===== src/rtl/dco_cal_seq.sv =====
module dco_cal_seq #(
  parameter int DAC_W    = 8,
  parameter int T_DAC_US = 5,
  parameter int T_AMP_US = 6,
  parameter int T_CMP_US = 3,
  parameter int T_SET_US = 2
) (
  input  logic             clk,
  input  logic             rst_n,
  input  logic             us_tick,
  input  logic             vdd_ok,
  input  logic             start,
  input  logic             cmp_out,
  output logic             en_amp,
  output logic             en_dac,
  output logic             en_cmp,
  output logic [DAC_W-1:0] dac_code,
  output logic             calibrated,
  output logic [DAC_W-1:0] cal_value
);
  localparam int T_A   = (T_DAC_US > T_AMP_US) ? T_DAC_US : T_AMP_US;
  localparam int T_B   = (T_CMP_US > T_SET_US) ? T_CMP_US : T_SET_US;
  localparam int T_MAX = (T_A > T_B) ? T_A : T_B;
  localparam int CNT_W = $clog2(T_MAX + 1) + 1;
  localparam int IDX_W = (DAC_W > 1) ? $clog2(DAC_W) : 1;

  typedef enum logic [2:0] {S_IDLE, S_PDAC, S_PAMP, S_PCMP, S_SRCH, S_RUN} st_t;

  st_t              st;
  logic [CNT_W-1:0] cnt, lim;
  logic [IDX_W-1:0] idx;
  logic [DAC_W-1:0] trial_q, cal_q;
  logic             amp_q, dacen_q, cmp_q, done_q;

  always_comb begin
    case (st)
      S_PDAC:  lim = CNT_W'(T_DAC_US);
      S_PAMP:  lim = CNT_W'(T_AMP_US);
      S_PCMP:  lim = CNT_W'(T_CMP_US);
      S_SRCH:  lim = CNT_W'(T_SET_US);
      default: lim = '0;
    endcase
  end

  wire             timing   = (st == S_PDAC) || (st == S_PAMP) || (st == S_PCMP) || (st == S_SRCH);
  wire             wait_end = timing && us_tick && (cnt == lim);
  wire [DAC_W-1:0] bit_sel  = DAC_W'(1) << idx;
  wire [DAC_W-1:0] resolved = cmp_out ? (trial_q & ~bit_sel) : trial_q;
  wire [DAC_W-1:0] next_try = resolved | (bit_sel >> 1);

  always_ff @(posedge clk) begin
    if (!rst_n) begin
      st      <= S_IDLE;
      cnt     <= '0;
      idx     <= '0;
      trial_q <= '0;
      cal_q   <= '0;
      amp_q   <= 1'b0;
      dacen_q <= 1'b0;
      cmp_q   <= 1'b0;
      done_q  <= 1'b0;
    end else if (!vdd_ok) begin
      st      <= S_IDLE;
      cnt     <= '0;
      trial_q <= cal_q;
      amp_q   <= 1'b0;
      dacen_q <= 1'b0;
      cmp_q   <= 1'b0;
      done_q  <= 1'b0;
    end else begin
      if (!timing || wait_end)
        cnt <= '0;
      else if (us_tick)
        cnt <= cnt + 1'b1;

      case (st)
        S_IDLE: if (start) begin
          dacen_q <= 1'b1;
          st      <= S_PDAC;
        end
        S_PDAC: if (wait_end) begin
          amp_q <= 1'b1;
          st    <= S_PAMP;
        end
        S_PAMP: if (wait_end) begin
          cmp_q <= 1'b1;
          st    <= S_PCMP;
        end
        S_PCMP: if (wait_end) begin
          idx     <= IDX_W'(DAC_W - 1);
          trial_q <= DAC_W'(1) << (DAC_W - 1);
          st      <= S_SRCH;
        end
        S_SRCH: if (wait_end) begin
          if (idx == '0) begin
            trial_q <= resolved;
            cal_q   <= resolved;
            cmp_q   <= 1'b0;
            done_q  <= 1'b1;
            st      <= S_RUN;
          end else begin
            trial_q <= next_try;
            idx     <= idx - 1'b1;
          end
        end
        S_RUN: if (start) begin
          cmp_q <= 1'b1;
          st    <= S_PCMP;
        end
        default: st <= S_IDLE;
      endcase
    end
  end

  assign en_dac     = dacen_q & vdd_ok;
  assign en_amp     = amp_q & vdd_ok;
  assign en_cmp     = cmp_q & vdd_ok;
  assign dac_code   = trial_q;
  assign cal_value  = cal_q;
  assign calibrated = done_q & en_amp & en_dac & ~en_cmp;
endmodule



===== config.mk =====
export PLATFORM = sky130hd
export DESIGN_NAME = dco_cal_seq
export DESIGN_NICKNAME = d
export VERILOG_FILES = /design/src/rtl/dco_cal_seq.sv
export SDC_FILE = /design/constraint.sdc
export NUM_CORES = 1
export LEC_CHECK = 0
export BUFFER_PORTS_ARGS = -buffer_cell sky130_fd_sc_hd__buf_2
export CORE_MARGIN = 4
export CORE_UTILIZATION = 30
export CTS_CLUSTER_DIAMETER = 150
export DETAILED_ROUTE_END_ITERATION = 10
export MAX_ROUTING_LAYER = met4
export RECOVER_POWER = 100
export SYNTH_ARGS = -nofsm -noshare
export SYNTH_HDL_FRONTEND = slang
export SYNTH_SLANG_ARGS = --single-unit

===== constraint.sdc =====
create_clock -name clk -period 5.3 [get_ports clk]
set_clock_uncertainty 0.15 [all_clocks]
set_input_delay 0.795 -clock clk [delete_from_list [all_inputs] [get_ports clk]]
set_output_delay 0.795 -clock clk [all_outputs]
set_load 0.05 [all_outputs]

==> out/results.txt <==
The first global-routing pass estimated 6.55 mm of wire. The terminus of the critical flop-to-flop path is cal_value[6]$_SDFFE_PN0P_. Summing the areas of all compound-gate instances in the mapped netlist gives 23.0% of the synthesized area. Worst-path maximum fanout: 14. Dominant combinational cell family by area after synthesis: compound AO/OA/AOI/OAI gates. Combinational share of power: 4.3%. The flow ran to the end, and the final reports show no timing, DRC or antenna violations.

After Yosys synthesis, XOR and XNOR cells account for 3.73% of the synthesized area. The portion of the post-synthesis area used by sequential elements is 36.5%. For the worst-skew pair, the clock arrives at the later sink with an insertion delay of 0.29 ns.

Entering global routing, the biggest net connects 19 pins. The worst hold path begins at amp_q$_SDFFE_PN0P_. The run gives 0 as the number of antenna violations at the first check in global routing. The count of standard-cell rows came out at 26. In the global route stage, overall resource usage came out at 13.3%. The Yosys step of the flow raised 0 warnings.

The number of buffers inserted to repair setup after CTS was 0; the maximum clock rate was 280 MHz. The power spent charging and discharging nets was 103 uW. The run gives 2 as the total number of H-tree levels. The die boundary width came out at 82.1 um. In this run, the clock network consumes 43.8% of the power.

The run gives 31.6% as the effective utilization at floorplan. Using the TritonRoute via totals, the vias-per-cell ratio works out to 5.14. The startpoint-to-endpoint class of the critical path was in -> out. The cell area power density is 236 nW/um2, and the number of maximum-capacitance constraint violations is 0. For hold timing, the worst endpoint is amp_q$_SDFFE_PN0P_.

The most instantiated flip-flop cell in the synthesis netlist is dfxtp_1. After synthesis the cells add up to 1650 um2. The run gives 1.73 ns as the setup slack of the critical path after layout. In the final routed layout, each cell accounts on average for 13.9 um.

For the maximum VDD drop, the log shows 0.0964 mV. In the routed design, unresolved DRC markers number 0. The floorplan step defined a die boundary enclosing 6730 um2.

The run gives 5 as the number of buffers created by CTS. The worst register-to-register path has a setup slack of 2.52 ns. The congestion estimate from routability-driven global placement came to 0.729. The startpoint identified for the worst register-to-register timing path is st[0]$_SDFFE_PN0P_. The tools report the cell-internal power as 336 uW. The final critical delay including setup and external delays is 3.57 ns. Data on the critical path is required at its endpoint by 4.36 ns.

TritonCTS built the clock tree. Setup violations remaining at the end of the flow were counted as 0. The first detailed-routing pass ran for 4 iterations. Count of nets left with antenna violations after detail routing: 0. The total power draw is 439 uW, and the total inserted antenna cells is 0.

The mean post-synth cell area came out at 8.57 um2. The data arrival time of the critical path is 2.62 ns. The post-DP HPWL is 2.75 mm. Post-CTS repair changed the size of 0 cells.

The run gives 2 as the clock tree buffer depth. Yosys instantiated no cell more often than nor2_1. Counting flops with an async set or reset pin after synthesis yields a share of 0%. Yosys mapped a number of flops with a built-in enable equal to 0.

The tools report the setup slack at placement as 2.29 ns. During placement, the flow inserted port buffers numbering 25. Per report_power, the sequential group accounts for 51.9% of the total.

Setup repair after global routing left no endpoint under its margin. Via count: 1474. The number of hold-slack violations in the final timing report is 0.

The number of hold buffers added after CTS is 0. The multiplexer share of the synthesized area came out at 4.87%. Dividing the final minimum period by the clock period gives 67.4%. The max-slew violation count is 0.

The tree is rooted in a clkbuf_8. The standard cell core area was 5200 um2. The number of global-route vias before repair was 1356.

The tree built by TritonCTS fans out to 30 sinks. For the final routed database, the setup TNS stands at 0 ns. Summed over its instances, the top area cell type makes up 36.5% of the synthesized netlist area.

The die boundary height is 82.1 um, and the final routed wirelength across all metal layers is 3.98 mm. The biggest area contributor in the post-synthesis netlist is dfxtp_1. The net count of the mapped netlist was 204. The clock transition at the register clock pins on the worst setup and hold paths after CTS is 0.06 ns, and the proportion of layout cells with a drive suffix above 1 is 5.53%. Counting flops and latches in the post-synthesis netlist gives 30. Type of the most critical hold path: reg -> reg. Cell count after synthesis: 192. Kind of start point of the critical path: an input pin. The number of nets in the layout came out at 228. After synthesis, the cell types taking the most area are dfxtp_1 (37%), nor2_1 (7.1%), mux2i_1 (4.9%), ha_1 (4.6%), a31oi_1 (4.2%). The area added between synthesis and finish came out at 13.2%. The number of cells on the worst reg-to-reg path is 6. The critical path endpoint category was an output port.

Post-synthesis share of cell area spent on full adders, half adders and majority gates: 4.56%. In this run, the number of DRC markers left after iteration 0 of detailed routing was 97. Synthesis instantiated 46 different standard cells from the library.

For the aggregate global routing overflow, the log shows 0. The simple-gate portion of the synthesized area is 22.8%. The worst relative slew slack is 48.2%, and the number of cells traversed by the worst hold path is 2.

The cell leakage power was 0.000604 uW. For the pin with the worst max-slew slack, the measured transition is 0.772 ns. The switching portion of total power is 23.5%, and the I/O pin count is 26.

After synthesis, the most frequently instantiated cells are nor2_1 (31), dfxtp_1 (30), a31oi_1 (11).
[cells in the final DEF (no fill, tap or decap), drive strengths merged, types with 4 or more instances in the layout]
master   count
a21boi       7
a21oi       10
a31oi       11
buf          4
clkbuf      29
dfxtp       30
ha           6
inv          7
mux2i        8
nand2        6
nand3        6
nand4        4
nor2        31
nor2b        5
nor3         4
o21ai        5
o2bb2ai      7
xnor2        4
[worst max-delay path, stage by stage]
cell	delay (ns)
clkbuf_1	0.55
inv_1	0.44
nor4_1	0.33
clkbuf_1	0.50
[worst max-delay path by stage]
| stage | startpoint | end | slack (ns) |
|---|---|---|---|
| after floorplan | vdd_ok | calibrated | 1.79 |
| after global placement | us_tick | cal_value[5]$_SDFFE_PN0P_ | 2.30 |
| after detailed placement | us_tick | cal_value[6]$_SDFFE_PN0P_ | 2.29 |
| after CTS | vdd_ok | calibrated | 2.36 |
| after global routing | vdd_ok | calibrated | 1.62 |
| final | vdd_ok | calibrated | 1.73 |
[layer usage]
metal	GRT usage (%)	up-vias	wire, um
met5	-	-	0
met4	6.48	0	86
li1	-	749	-
met2	20.2	27	1830
met1	16.6	691	1890
met3	3.18	7	176
[power groups by stage]
| stage | logic [uW] | registers, uW | clock network (uW) |
|---|---|---|---|
| after floorplan | 14.7 | 232 | 0 |
| after CTS | 20.3 | 228 | 202 |
| after global placement | 20.3 | 233 | 0 |
| after detailed placement | 20.2 | 233 | 0 |
| after global routing | 21.1 | 228 | 212 |
| final | 18.8 | 228 | 193 |
[per-stage QoR]
stage               area (um2)  std cells  hold slack, ns  util (%)
floorplan                 1650        192           0.290         -
global placement          1820        279           0.323      35.0
detailed placement        1820        279           0.317      35.0
CTS                       1910        287           0.337      36.8
global route              1860        287           0.374      35.8
finish                    1860        287           0.335      35.8
[sequential cells by signal, indices dropped and copies added (netlist names)]
register and cells:
amp_q 1, cal_value 8, cmp_q 1, cnt 4, dac_code 8, dacen_q 1
done_q 1, idx 3, st 3
[cell type report]
type	instances	area [um2]
clock buffer	7	86.3
sequential	30	601
multi-input combinational	145	948
timing repair buffer	26	105
tap	70	87.6
clock inverter	1	5.00
inverter	8	30.0
fill	584	3340
[cells by family (layout without fill, tap and decap cells)]
kind of cell / Yosys count / in the layout
AND/OR/NAND/NOR: 71 / 71
AO/OA/AOI/OAI: 53 / 53
flip-flops: 30 / 30
buffers and inverters: 17 / 42
multiplexers: 8 / 8
XOR/XNOR: 7 / 7
adder cells (fa/ha/maj): 6 / 6
(Power assumes the default switching activity.)
